--- config.mk ---
export PLATFORM = sky130hd
export DESIGN_NAME = i2c_flag_tracker
export DESIGN_NICKNAME = d
export VERILOG_FILES = /design/src/rtl/i2c_flag_pkg.sv /design/src/rtl/i2c_bus_events.sv /design/src/rtl/i2c_byte_fsm.sv /design/src/rtl/i2c_status_flags.sv /design/src/rtl/i2c_flag_tracker.sv
export SDC_FILE = /design/constraint.sdc
export NUM_CORES = 1
export LEC_CHECK = 0
export ABC_AREA = 1
export CORE_UTILIZATION = 40
export CTS_BUF_LIST = sky130_fd_sc_hd__clkbuf_4 sky130_fd_sc_hd__clkbuf_8
export DETAILED_ROUTE_END_ITERATION = 10
export DONT_BUFFER_PORTS = 1
export REMOVE_ABC_BUFFERS = 1
export SYNTH_ARGS = -nofsm -noshare
export SYNTH_HDL_FRONTEND = slang
export SYNTH_SLANG_ARGS = --single-unit
--- constraint.sdc ---
create_clock -name clk -period 2.9 [get_ports clk]
set_input_delay 0.435 -clock clk [delete_from_list [all_inputs] [get_ports clk]]
set_output_delay 0.435 -clock clk [all_outputs]
set_load 0.02 [all_outputs]
--- src/rtl/i2c_flag_pkg.sv ---
package i2c_flag_pkg;
    typedef enum logic [1:0] {
        ST_IDLE  = 2'd0,
        ST_FIRST = 2'd1,
        ST_NEXT  = 2'd2
    } byte_state_e;
endpackage

--- src/rtl/i2c_bus_events.sv ---
module i2c_bus_events (
    input  logic clk,
    input  logic rst_n,
    input  logic scl_i,
    input  logic sda_i,
    output logic scl_rise,
    output logic scl_fall,
    output logic start_det,
    output logic stop_det
);
    logic scl_q;
    logic sda_q;

    always_ff @(posedge clk) begin
        if (!rst_n) begin
            scl_q <= 1'b1;
            sda_q <= 1'b1;
        end else begin
            scl_q <= scl_i;
            sda_q <= sda_i;
        end
    end

    always_comb begin
        scl_rise  = scl_i & ~scl_q;
        scl_fall  = ~scl_i & scl_q;
        start_det = scl_i & scl_q & sda_q & ~sda_i;
        stop_det  = scl_i & scl_q & ~sda_q & sda_i;
    end
endmodule

--- src/rtl/i2c_byte_fsm.sv ---
module i2c_byte_fsm
    import i2c_flag_pkg::*;
#(
    parameter int ADDR_W = 7
) (
    input  logic              clk,
    input  logic              rst_n,
    input  logic              enable,
    input  logic              scl_rise,
    input  logic              scl_fall,
    input  logic              start_det,
    input  logic              stop_det,
    input  logic              sda_i,
    input  logic [ADDR_W-1:0] own_addr,
    output logic              rise_rw,
    output logic              addr_hit,
    output logic              rise_ack,
    output logic              rise_next,
    output logic              fall_ack_first
);
    localparam int RW_CLK  = ADDR_W + 1;
    localparam int ACK_CLK = ADDR_W + 2;
    localparam int CNT_W   = $clog2(ACK_CLK + 1);
    localparam logic [CNT_W-1:0] C_ADDR = CNT_W'(ADDR_W);
    localparam logic [CNT_W-1:0] C_RW   = CNT_W'(RW_CLK);
    localparam logic [CNT_W-1:0] C_ACK  = CNT_W'(ACK_CLK);
    localparam logic [CNT_W-1:0] C_ONE  = CNT_W'(1);

    byte_state_e       state_q, state_n;
    logic [CNT_W-1:0]  cnt_q;
    logic [ADDR_W-1:0] shreg_q;
    logic              busy;

    assign busy = (state_q != ST_IDLE);

    // state register
    always_ff @(posedge clk) begin
        if (!rst_n) state_q <= ST_IDLE;
        else        state_q <= state_n;
    end

    // next state
    always_comb begin
        state_n = state_q;
        if (!enable) begin
            state_n = ST_IDLE;
        end else if (start_det) begin
            state_n = ST_FIRST;
        end else if (stop_det) begin
            state_n = ST_IDLE;
        end else begin
            unique case (state_q)
                ST_IDLE:  state_n = ST_IDLE;
                ST_FIRST: if (scl_rise && cnt_q == C_ACK) state_n = ST_NEXT;
                ST_NEXT:  state_n = ST_NEXT;
                default:  state_n = ST_IDLE;
            endcase
        end
    end

    // clock counter and address shift register
    always_ff @(posedge clk) begin
        if (!rst_n) begin
            cnt_q   <= '0;
            shreg_q <= '0;
        end else if (!enable || start_det || stop_det) begin
            cnt_q   <= '0;
            shreg_q <= '0;
        end else if (busy && scl_rise) begin
            cnt_q <= (cnt_q == C_ACK) ? C_ONE : cnt_q + C_ONE;
            if (state_q == ST_FIRST && cnt_q < C_ADDR)
                shreg_q <= {shreg_q[ADDR_W-2:0], sda_i};
        end
    end

    // event outputs
    always_comb begin
        rise_rw        = scl_rise && state_q == ST_FIRST && cnt_q == C_ADDR;
        addr_hit       = rise_rw && (shreg_q == own_addr);
        rise_ack       = scl_rise && busy && cnt_q == C_RW;
        rise_next      = scl_rise && busy && cnt_q == C_ACK;
        fall_ack_first = scl_fall && state_q == ST_FIRST && cnt_q == C_ACK;
    end

    assert_cnt_range_R2: assert property (@(posedge clk) disable iff (!rst_n)
        cnt_q <= C_ACK);
    assert_idle_no_count_R2: assert property (@(posedge clk) disable iff (!rst_n)
        (state_q == ST_IDLE) |-> (cnt_q == '0));
    assert_restart_R13: assert property (@(posedge clk) disable iff (!rst_n)
        (enable && start_det) |=> (state_q == ST_FIRST && cnt_q == '0));
endmodule

--- src/rtl/i2c_status_flags.sv ---
module i2c_status_flags (
    input  logic clk,
    input  logic rst_n,
    input  logic enable,
    input  logic master_mode,
    input  logic start_gen,
    input  logic rel_comm,
    input  logic wait_rel,
    input  logic arb_lost,
    input  logic start_det,
    input  logic stop_det,
    input  logic rise_rw,
    input  logic addr_hit,
    input  logic sda_i,
    input  logic rise_ack,
    input  logic rise_next,
    input  logic fall_ack_first,
    output logic addr_match,
    output logic dir_tx,
    output logic ack_seen,
    output logic sda_oe
);
    logic en_q, arb_q;
    logic am_q, dir_q, ack_q, ph_q;
    logic am_n, dir_n, ack_n, ph_n;
    logic clr_all, arb_rise;

    always_comb begin
        clr_all  = rel_comm | (en_q & ~enable);
        arb_rise = arb_lost & ~arb_q;

        am_n = am_q;
        if (enable && addr_hit) am_n = 1'b1;
        if (clr_all || start_det || stop_det) am_n = 1'b0;

        dir_n = dir_q;
        if (enable) begin
            if (master_mode) begin
                if (start_gen) dir_n = 1'b1;
                if (rise_rw && sda_i) dir_n = 1'b0;
            end else begin
                if (start_det) dir_n = 1'b0;
                if (rise_rw && sda_i) dir_n = 1'b1;
            end
        end
        if (clr_all || stop_det || wait_rel || arb_rise) dir_n = 1'b0;

        ack_n = ack_q;
        if (enable && rise_ack && !sda_i) ack_n = 1'b1;
        if (clr_all || stop_det || rise_next) ack_n = 1'b0;

        ph_n = ph_q;
        if (enable && fall_ack_first) ph_n = 1'b1;
        if (clr_all || start_det || stop_det) ph_n = 1'b0;
    end

    always_ff @(posedge clk) begin
        if (!rst_n) begin
            en_q  <= 1'b0;
            arb_q <= 1'b0;
            am_q  <= 1'b0;
            dir_q <= 1'b0;
            ack_q <= 1'b0;
            ph_q  <= 1'b0;
        end else begin
            en_q  <= enable;
            arb_q <= arb_lost;
            am_q  <= am_n;
            dir_q <= dir_n;
            ack_q <= ack_n;
            ph_q  <= ph_n;
        end
    end

    always_comb begin
        addr_match = am_q;
        dir_tx     = dir_q;
        ack_seen   = ack_q;
        sda_oe     = dir_q & ph_q;
    end

    assert_match_origin_R3: assert property (@(posedge clk) disable iff (!rst_n)
        $rose(addr_match) |-> $past(addr_hit));
    assert_stop_clears_R11: assert property (@(posedge clk) disable iff (!rst_n)
        stop_det |=> (!addr_match && !dir_tx && !ack_seen)); // also R4, R8
    assert_release_clears_R5: assert property (@(posedge clk) disable iff (!rst_n)
        rel_comm |=> (!addr_match && !dir_tx && !ack_seen && !sda_oe));
    assert_arb_clear_R8: assert property (@(posedge clk) disable iff (!rst_n)
        $rose(arb_lost) |=> !dir_tx);
    assert_wait_release_R9: assert property (@(posedge clk) disable iff (!rst_n)
        wait_rel |=> (!dir_tx && !sda_oe));
    assert_ack_origin_R10: assert property (@(posedge clk) disable iff (!rst_n)
        $rose(ack_seen) |-> $past(rise_ack && !sda_i));
endmodule

--- src/rtl/i2c_flag_tracker.sv ---
module i2c_flag_tracker #(
    parameter int ADDR_W = 7
) (
    input  logic              clk,
    input  logic              rst_n,
    input  logic              scl_i,
    input  logic              sda_i,
    input  logic [ADDR_W-1:0] own_addr,
    input  logic              master_mode,
    input  logic              start_gen,
    input  logic              enable,
    input  logic              rel_comm,
    input  logic              wait_rel,
    input  logic              arb_lost,
    output logic              addr_match,
    output logic              dir_tx,
    output logic              ack_seen,
    output logic              sda_oe
);
    logic scl_rise, scl_fall, start_det, stop_det;
    logic rise_rw, addr_hit, rise_ack, rise_next, fall_ack_first;

    i2c_bus_events u_events (
        .clk       (clk),
        .rst_n     (rst_n),
        .scl_i     (scl_i),
        .sda_i     (sda_i),
        .scl_rise  (scl_rise),
        .scl_fall  (scl_fall),
        .start_det (start_det),
        .stop_det  (stop_det)
    );

    i2c_byte_fsm #(.ADDR_W(ADDR_W)) u_fsm (
        .clk            (clk),
        .rst_n          (rst_n),
        .enable         (enable),
        .scl_rise       (scl_rise),
        .scl_fall       (scl_fall),
        .start_det      (start_det),
        .stop_det       (stop_det),
        .sda_i          (sda_i),
        .own_addr       (own_addr),
        .rise_rw        (rise_rw),
        .addr_hit       (addr_hit),
        .rise_ack       (rise_ack),
        .rise_next      (rise_next),
        .fall_ack_first (fall_ack_first)
    );

    i2c_status_flags u_flags (
        .clk            (clk),
        .rst_n          (rst_n),
        .enable         (enable),
        .master_mode    (master_mode),
        .start_gen      (start_gen),
        .rel_comm       (rel_comm),
        .wait_rel       (wait_rel),
        .arb_lost       (arb_lost),
        .start_det      (start_det),
        .stop_det       (stop_det),
        .rise_rw        (rise_rw),
        .addr_hit       (addr_hit),
        .sda_i          (sda_i),
        .rise_ack       (rise_ack),
        .rise_next      (rise_next),
        .fall_ack_first (fall_ack_first),
        .addr_match     (addr_match),
        .dir_tx         (dir_tx),
        .ack_seen       (ack_seen),
        .sda_oe         (sda_oe)
    );
endmodule

==> impl_results.md, run 1 <==
* Post-CTS Setup Inserts at 0
* Die ar. at 3028 µm²
* Initial antenna violation count at 0
* Relative slew slack at 0.8306
* Chip Width at 55.03 µm
* Leakage at 0.5186 nW
* Clk buf depth at 2
* Initial drt markers at 17
* VDD IR max at 0.3961 mV
* Top cells by area, synth: dfxtp_1, nand2_1, inv_1
* Yosys top cell by area: dfxtp_1
* P&R area growth vs syn at 5.784%
* Critical Path Slowest Stage Cell: dfxtp_1
* R2r setup slk at 1.51 ns
* First-pass DRT Iterations at 4
* Routed WL at 2.192 mm
* Fmax at 0.6838 GHz
* Top Ports at 21
* RePlAce Congestion at 0.8815
* Clk_lat worst skew at 0.31 ns
* RSZ-0062 raised after global routing: no
* Register area share after synthesis at 0.3737
* Compound-Gate Fraction of Synth Area at 0.1068
* Antenna viol nets, final at 0
* Root Driver: clkbuf_4
* Htree depth at 1
* Final Slew Violations at 0
* Setup-failing EPs final at 0
* Crit-path leading delay family: flip-flops
* Worst Path Max Fanout at 3
* Port Buffers at 0
* Layout net count at 190
* Slew @ Worst Pin at 0.2538 ns
* Critical path, cell by cell: nand2_1 -> inv_1
* Number of diodes at 0
* Adder-cell area share of the yosys netlist at 0.02225
* Synth Warn # at 0
* Clock Skews at 0.01411 ns
* Cts hold-fix bufs at 0
* Total number of vias at 980
* Post-synthesis mux area share at 0
* Share of the synthesized area in the top cell type at 0.3737
* Mean Syn Cell Area at 6.776 µm²
* Final min period at 1.462 ns
* Vias per cell at 4.900
* Maximum Capacitance Violations at 0
* Worst Path Arrival at 1.03 ns
* Worst setup EP type: primary output
* Die Ht at 55.03 µm
* Cell Rows at 18
* Main combinational cell family by area after synthesis: simple AND/OR/NAND/NOR gates
* Cell Area, Synth at 1125 µm²
* Startpoint class of the critical path: flip-flop
* Total Routing Usage GR at 0.1768
* CTS buffer count at 3
* Hold/Removal Path Class: input port to flip-flop
* Post-route cell area at 1190 µm²
* CTS tree: yes
* Synth Area in Simple Gates at 0.3682
* Worst hold slack at 0.1849 ns
* Unique masters post-synth at 20
* Seq cells post-synth at 21
* Max incr delay on CP at 0.48 ns
* Core region area at 2567 µm²
* # resized after CTS at 0
* Clock transition at path regs at 0.12 ns
* Placement Cell Area at 1162 µm²
* Vias in the first global route at 907
* Pwr dens at 393.9 nW/µm²
* Fillers at 276
* Post-synthesis xor/xnor area fraction at 0.01557
* Final core utilization at 0.4635
* Routed WL per cell at 10.96 µm
* CP Data Required Time at 2.47 ns
* Share of cells above drive strength 1 at 0.1059
* Initial Utilization at 0.4381
* DP Wirelength at 1.827 mm
* Crit Path Class: flip-flop to primary output
* Overflow after GRT at 0
* Fin crit share at 0.5042
* Hold Fails Final Rpt at 0
* WP buf/inv at 1
* First-pass GRT wire length at 3.781 mm
* Clock sink total at 21
* Setup TNS at 0 ns
* DRC at 0
* Largest net degree at the start of global routing at 13
* Cells after synthesis at 166
* Status: finished, final reports clean
-- area by class of cell --
class / count / area, µm² / area share
Sequential cell: 21 / 420.4 / 0.3533
Tap cell: 30 / 37.54 / 0.03155
Clock inverter: 1 / 5.005 / 0.004206
Inverter: 34 / 127.6 / 0.1073
Clock buffer: 3 / 22.52 / 0.01893
Multi-Input combinational cell: 111 / 576.8 / 0.4848
-- power by group --
group,leakage [nW],total (mW),switching (mW),internal (mW)
clock network,0.0177,0.138,0.0864,0.0514
logic,0.331,0.0371,0.0236,0.0135
registers,0.170,0.294,0.00170,0.292
total,0.519,0.469,0.112,0.357
-- cells in the final DEF, fill, tap and decap left out, drive strengths merged --
cell,n
o21ai,8
or2,3
nand2,42
dfxtp,21
ha,2
xnor2,2
clkinv,1
nand4,5
inv,34
nor2,20
nand3,8
o21bai,2
nor3,6
clkbuf,3
a21oi,13
-- flip-flops by register name, indices dropped and copies added, names as in the netlist --
register            count
u_events.scl_q          1
u_fsm.state_q           2
u_fsm.cnt_q             4
u_flags.addr_match      1
u_flags.en_q            1
u_flags.ph_q            1
u_flags.arb_q           1
u_fsm.shreg_q           7
u_flags.ack_seen        1
u_events.sda_q          1
u_flags.dir_tx          1
-- layer usage --
layer  up-vias  share of wire  GRT usage
li1        526              -          -
met1       431           0.48     0.2241
met2        21           0.46     0.2952
met3         2          0.055    0.06011
met4         0         0.0046    0.02500
met5         -              0          0
-- cell families after synthesis --
family                   Yosys count
XOR/XNOR                           2
buffers and inverters             34
AND/OR/NAND/NOR                   84
adder cells (fa/ha/maj)            2
AO/OA/AOI/OAI                     23
flip-flops                        21
-- synth_stat cells --
master and instances:
ha_1 2, o21ai_0 8, nand4_4 1, inv_2 1
nor2_2 1, nor3_1 5, a21oi_1 13, xnor2_1 2
dfxtp_1 21, nand2_2 3, nand2_1 39, nor2_4 2
nor2_1 17, nor3_4 1, or2_2 3, nand3_2 2
nand3_1 6, nand4_1 4, o21bai_1 2, inv_1 33
-- stage by stage --
step | power (mW) | instances | worst slack [ns]
CTS | 0.4773 | 200 | 1.419
global route | 0.4943 | 200 | 1.332
global placement | 0.3365 | 196 | 1.549
floorplan | 0.3303 | 166 | 1.668
finish | 0.4687 | 200 | 1.438
detailed placement | 0.3373 | 196 | 1.495
-- final timing paths --
check	start	end	cells after the start
worst min register to register	u_flags.ph_q$_SDFFE_PP0P_	u_flags.ph_q$_SDFFE_PP0P_	2
worst max register to register	u_fsm.state_q[1]$_SDFFE_PP0P_	u_flags.dir_tx$_SDFFE_PP0P_	9
worst min-delay path	rst_n	u_events.sda_q$_SDFF_PN1_	1
worst max-delay path	u_flags.dir_tx$_SDFFE_PP0P_	sda_oe	2
(Power assumes the default switching activity.)
==> run 2: changes to the inputs <==
==> constraint.sdc (replaced) <==
create_clock -name clk -period 1.4 [get_ports clk]
set_input_delay 0.21 -clock clk [delete_from_list [all_inputs] [get_ports clk]]
set_output_delay 0.21 -clock clk [all_outputs]
set_load 0.02 [all_outputs]
==> impl_results.md, run 2 (synthesized netlist as in run 1, its figures left out) <==
* VDD IR max at 0.5368 mV (+36%)
* Vias per cell at 4.816 (-1.7%)
* Number of diodes at 0 (unchanged)
* Vias in the first global route at 882 (-2.8%)
* Maximum Capacitance Violations at 0 (unchanged)
* Routed WL per cell at 10.97 µm (about the same)
* DRC at 0 (unchanged)
* Initial Utilization at 0.4381 (unchanged)
* Tot Pwr at 1.023 mW (+120%)
* WP buf/inv at 1 (unchanged)
* Critical Path Slowest Stage Cell: dfxtp_2
* Slew @ Worst Pin at 0.2534 ns (-0.0003545 ns)
* Routed WL at 2.260 mm (+3.1%)
* Largest net degree at the start of global routing at 12 (-1)
* Startpoint class of the critical path: flip-flop
* Initial antenna violation count at 0 (unchanged)
* Port Buffers at 0 (unchanged)
* Clk buf depth at 2 (unchanged)
* Clock transition at path regs at 0.12 ns (about the same)
* Critical path, cell by cell: buf_4 -> ha_1 -> nand2_2 -> nor2_4 -> nand3_2 -> nand2_1 -> nand2_1 -> nand2_1 -> nand2_1 -> nor2_1
* Worst Path Arrival at 1.55 ns (+0.52 ns)
* Clock Skews at 0.009347 ns (-0.004764 ns)
* Share of cells above drive strength 1 at 0.1364 (+0.03048)
* First-pass GRT wire length at 3.636 mm (-3.8%)
* Most frequent cells in the layout: nand2_1, inv_1, dfxtp_1
* Crit Path Class: flip-flop to flip-flop
* CTS buffer count at 3 (unchanged)
* DP Wirelength at 1.779 mm (-2.6%)
* Cell Rows at 18 (unchanged)
* Leakage at 0.5470 nW (+5.5%)
* Final min period at 1.281 ns
* RePlAce Congestion at 0.8308 (-5.8%)
* Layout net count at 196 (+3.2%)
* Fin crit share at 0.9153
* Max incr delay on CP at 0.35 ns (-0.13 ns)
* Die Ht at 55.03 µm (unchanged)
* Worst hold slack at 0.03002 ns (-0.1548 ns)
* Pwr dens at 812.2 nW/µm² (+110%)
* Setup-failing EPs final at 0 (unchanged)
* Worst setup EP type: flip-flop
* P&R area growth vs syn at 12.01%
* Max FFs per register at 7 (unchanged)
* Clk_lat worst skew at 0.32 ns (about the same)
* Total number of vias at 992 (+1.2%)
* Relative slew slack at 0.8308 (about the same)
* Clock sink total at 21 (unchanged)
* Most used cell, CP: nand2_1
* Largest registers: u_fsm.shreg_q (7), u_fsm.cnt_q (4), u_fsm.state_q (2)
* Top Ports at 21 (unchanged)
* Status: finished, final reports clean
* Overflow after GRT at 0 (unchanged)
* CP Data Required Time at 1.67 ns (-0.80 ns)
* Initial drt markers at 20 (+3)
* Core region area at 2567 µm² (unchanged)
* Antenna viol nets, final at 0 (unchanged)
* Chip Width at 55.03 µm (unchanged)
* CTS tree: yes
* Hold/Removal Path Class: input port to flip-flop
* Commonest non-fill, non-tap cell in the layout: nand2_1
* Die ar. at 3028 µm² (unchanged)
* Total Routing Usage GR at 0.1695 (-0.007294)
* Fmax at 0.7803 GHz
* Largest Register: u_fsm.shreg_q
* Crit-path leading delay family: simple AND/OR/NAND/NOR gates
* Worst Path Max Fanout at 3 (unchanged)
* Hold Fails Final Rpt at 0 (unchanged)
* Setup TNS at 0 ns (unchanged)
* First-pass DRT Iterations at 4 (unchanged)
* Htree depth at 1 (unchanged)
* Root Driver: clkbuf_4
* Final Slew Violations at 0 (unchanged)
-- run 2: final timing paths --
path / start / to / slack [ns] / cells after the start
worst max-delay path: u_fsm.state_q[0]$_SDFFE_PN0P_ / u_flags.dir_tx$_SDFFE_PP0P_ / 0.12 / 10
worst min-delay path: enable / u_fsm.state_q[0]$_SDFFE_PN0P_ / 0.03 / 2
worst max register to register: u_fsm.state_q[0]$_SDFFE_PN0P_ / u_flags.dir_tx$_SDFFE_PP0P_ / 0.12 / 10
worst min register to register: u_flags.ph_q$_SDFFE_PP0P_ / u_flags.ph_q$_SDFFE_PP0P_ / 0.46 / 2
-- run 2: power breakdown --
part | leakage (nW) | internal [mW] | switching (mW)
Clock | 0.0184 | 0.131 | 0.194
Sequential | 0.171 | 0.605 | 0.00302
Combinational | 0.357 | 0.0377 | 0.0524
-- run 2: layout make-up --
| type | count | area [µm²] |
|---|---|---|
| Timing Repair Buffer | 6 | 55.05 |
| Sequential cell | 21 | 422.9 |
| Multi-Input combinational cell | 111 | 586.8 |
| Clock buffer | 4 | 30.03 |
| Inverter | 34 | 127.6 |
| Fill cell | 282 | 1308 |
| Tap cell | 30 | 37.54 |
-- run 2: worst reg2reg max path, delay by kind of cell, from the launching register on --
kind          cells  cell delay [ns]
simple gates      8             0.61
flops             1             0.35
fa+ha+maj         1             0.18
buf+inv           1             0.10
-- run 2: metal layers --
| layer | global-route usage | wire length [µm] | share of wire |
|---|---|---|---|
| met5 | 0 | 0 | 0 |
| met4 | 0.05000 | 34 | 0.015 |
| met3 | 0.03552 | 99 | 0.044 |
| met2 | 0.2871 | 1065 | 0.47 |
| met1 | 0.2145 | 1060 | 0.47 |
-- run 2: repair_timing --
action                                  in CTS  in global routing
endpoints found under the hold margin        3                  0
hold buffers                                 4                  0
gates resized for setup                      0                 11
buffers inserted                             0                  1
endpoints found under the setup margin       0                  9
-- run 2: metrics by stage --
| step | worst slack [ns] | instance area (µm²) | util | std cells |
|---|---|---|---|---|
| after global routing | -0.001944 | 1260 | 0.4907 | 206 |
| after detailed placement | 0.06097 | 1170 | 0.4557 | 197 |
| after floorplan | 0.1682 | 1125 | - | 166 |
| final | 0.1185 | 1260 | 0.4907 | 206 |
| after CTS | 0.03390 | 1240 | 0.4829 | 205 |
| after global placement | 0.1030 | 1170 | 0.4557 | 197 |
==> run 3: changes to the inputs <==
--- a/config.mk
+++ b/config.mk
@@ -6,6 +6,7 @@
 export NUM_CORES = 1
 export LEC_CHECK = 0
 export ABC_AREA = 1
+export CORE_MARGIN = 2
 export CORE_UTILIZATION = 40
 export CTS_BUF_LIST = sky130_fd_sc_hd__clkbuf_4 sky130_fd_sc_hd__clkbuf_8
 export DETAILED_ROUTE_END_ITERATION = 10
==> constraint.sdc (replaced) <==
create_clock -name clk -period 1.5 [get_ports clk]
set_input_delay 0.225 -clock clk [delete_from_list [all_inputs] [get_ports clk]]
set_output_delay 0.225 -clock clk [all_outputs]
set_load 0.02 [all_outputs]
==> impl_results.md, run 3 (synthesized netlist as in run 1, its figures left out) <==
* Routed WL at 2.174 mm (-3.8%)
* Final core utilization at 0.4469 (-0.04383)
* Crit-path leading delay family: flip-flops
* Vias in the first global route at 869 (-1.5%)
* Max incr delay on CP at 0.37 ns (+0.02 ns)
* Worst Path Arrival at 1.54 ns (about the same)
* Fmax at 0.7471 GHz (-4.3%)
* Worst setup EP type: flip-flop
* Leakage at 0.5290 nW (-3.3%)
* R2r setup slk at 0.16 ns (+0.04 ns)
* Largest net degree at the start of global routing at 12 (unchanged)
* Crit Path Class: flip-flop to flip-flop
* First-pass GRT wire length at 3.726 mm (+2.5%)
* Cell Rows at 19 (+1)
* Sw frac at 0.2274 (-0.01652)
* Clock transition at path regs at 0.11 ns (about the same)
* CP Data Required Time at 1.70 ns (+0.03 ns)
* Die ar. at 3252 µm² (+7.4%)
* Port Buffers at 0 (unchanged)
* Worst R2R End: u_fsm.shreg_q[1]$_SDFFE_PP0P_
* Vias per cell at 4.931 (+2.4%)
* CTS buffer count at 3 (unchanged)
* Top Ports at 21 (unchanged)
* Root Driver: clkbuf_4
* Maximum Capacitance Violations at 0 (unchanged)
* Initial antenna violation count at 0 (unchanged)
* Hold Fails Final Rpt at 0 (unchanged)
* Die Ht at 57.03 µm (+3.6%)
* Pwr dens at 763.6 nW/µm² (-6.0%)
* RR Startpoint: u_fsm.state_q[0]$_SDFFE_PN0P_
* WHS Endpoint: u_flags.arb_q$_SDFF_PN0_
* Core region area at 2710 µm² (+5.6%)
* Commonest non-fill, non-tap cell in the layout: nand2_1
* Routed WL per cell at 10.71 µm (-2.4%)
* Hold/Removal Path Class: input port to flip-flop
* Fin crit share at 0.8923 (-0.02301)
* RSZ-0062 raised after global routing: no
* Final min period at 1.339 ns (+0.05702 ns)
* Startpoint class of the critical path: flip-flop
* Chip Width at 57.03 µm (+3.6%)
* Clock Skews at 0.002834 ns (-0.006513 ns)
* Internal at 714.5 µW (-7.7%)
* WP buf/inv at 1 (unchanged)
* Clk_lat worst skew at 0.30 ns (-0.02 ns)
* Hold Startpoint: rst_n
* Overflow after GRT at 0 (unchanged)
* Share of cells above drive strength 1 at 0.1105 (-0.02590)
* Largest registers: u_fsm.shreg_q (7), u_fsm.cnt_q (4), u_fsm.state_q (2)
* Critical Path Slowest Stage Cell: dfxtp_1
* RePlAce Congestion at 0.8308 (unchanged)
* DRC at 0 (unchanged)
* Initial drt markers at 53 (+170%)
* Clock sink total at 21 (unchanged)
* Slew @ Worst Pin at 0.2743 ns (+0.02087 ns)
* Layout net count at 192 (-2.0%)
* Clock network power share at 0.306 (-0.012)
* Register-to-Register Path Depth at 6 (-4)
* Most frequent cells in the layout: nand2_1, inv_1, dfxtp_1
* Relative slew slack at 0.8165 (-0.01436)
* DP Wirelength at 1.771 mm (-0.46%)
* First-pass DRT Iterations at 4 (unchanged)
* Comb pwr share at 0.080 (-0.008)
* Status: finished, final reports clean
* VDD IR max at 0.5176 mV (-3.6%)
* Share of power burned in registers at 0.613 (+0.019)
* CTS tree: yes
* Antenna viol nets, final at 0 (unchanged)
* Final Slew Violations at 0 (unchanged)
* Setup TNS at 0 ns (unchanged)
* Total Routing Usage GR at 0.1465 (-0.02302)
* Initial Utilization at 0.4151 (-0.02306)
* Setup-failing EPs final at 0 (unchanged)
* Worst Path Max Fanout at 9 (+6)
* Critical path, cell by cell: inv_1 -> ha_1 -> nor2_4 -> nand4_4 -> o21ai_0 -> a21oi_1
* Htree depth at 1 (unchanged)
* Max FFs per register at 7 (unchanged)
* Clk buf depth at 2 (unchanged)
* Fillers at 284 (+0.71%)
* Psw at 210.3 µW (-16%)
* Largest Register: u_fsm.shreg_q
* Number of diodes at 0 (unchanged)
* Total number of vias at 1001 (+0.91%)
* P&R area growth vs syn at 7.675%
* Worst hold path depth at 2 (unchanged)
* Worst hold slack at 0.01733 ns (-0.01268 ns)
-- run 3: cell count changes in the layout (fill, tap and decap cells not counted), sizes merged --
| cell | delta |
|---|---|
| buf | -1 |
| dlygate4sd3 | -3 |
-- run 3: worst max-delay path by stage --
stage                     cells after the start                             to                     startpoint
final                                         6  u_fsm.shreg_q[1]$_SDFFE_PP0P_  u_fsm.state_q[0]$_SDFFE_PN0P_
after global routing                          6  u_fsm.shreg_q[1]$_SDFFE_PP0P_  u_fsm.state_q[0]$_SDFFE_PN0P_
after CTS                                     6  u_fsm.shreg_q[1]$_SDFFE_PP0P_  u_fsm.state_q[0]$_SDFFE_PN0P_
after detailed placement                      6  u_fsm.shreg_q[1]$_SDFFE_PP0P_  u_fsm.state_q[0]$_SDFFE_PN0P_
after global placement                        6  u_fsm.shreg_q[4]$_SDFFE_PP0P_  u_fsm.state_q[0]$_SDFFE_PN0P_
after floorplan                               6  u_fsm.shreg_q[4]$_SDFFE_PP0P_  u_fsm.state_q[0]$_SDFFE_PN0P_
-- run 3: power groups by stage --
stage / clock network [mW] / registers [mW] / logic, mW
after floorplan: 0 / 0.580 / 0.0589
after global placement: 0 / 0.580 / 0.0707
after detailed placement: 0 / 0.580 / 0.0719
after CTS: 0.297 / 0.567 / 0.0746
after global routing: 0.318 / 0.568 / 0.0856
final: 0.283 / 0.567 / 0.0742
-- run 3: repair_timing --
action                                  4_1_cts  5_1_grt
resized for setup                             0        0
hold buffers                                  1        0
endpoints found under the setup margin        0        1
buffers inserted                              0        0
hold endpoints to repair                      1        0
-- run 3: metal layers --
layer | part of all wire | wire, µm | vias to the layer above | track usage
met3 | 0.049 | 107 | 5 | 0.02948
met2 | 0.44 | 954 | 19 | 0.2167
met1 | 0.49 | 1072 | 449 | 0.2045
met5 | 0 | 0 | - | 0
met4 | 0.018 | 39 | 0 | 0.06977
li1 | - | - | 528 | -
-- run 3: cell type report --
cell class              instances  area (µm²)  share of cell area
inverters                      34       127.6              0.1054
clock buffers                   4       30.03             0.02479
multi-input cells             111       576.8              0.4762
repair buffers                  2       17.52             0.01446
flip-flops and latches         21       420.4              0.3471
well taps                      31       38.79             0.03202
-- run 3: worst reg2reg max path, stage by stage, from the launching register on --
cell,delay [ns]
dfxtp_1,0.37
inv_1,0.05
ha_1,0.23
nor2_4,0.19
nand4_4,0.16
o21ai_0,0.18
a21oi_1,0.06
-- run 3: per-stage QoR --
| stage | power [mW] | cells | worst slack [ns] | cell area [µm²] |
|---|---|---|---|---|
| 2_1_floorplan | 0.6386 | 166 | 0.2682 | 1125 |
| 3_3_place_gp | 0.6508 | 198 | 0.1966 | 1171 |
| 3_5_place_dp | 0.6519 | 198 | 0.1533 | 1171 |
| 4_1_cts | 0.9391 | 203 | 0.1358 | 1211 |
| 5_1_grt | 0.9718 | 203 | 0.009000 | 1211 |
| 6_report | 0.9248 | 203 | 0.1615 | 1211 |
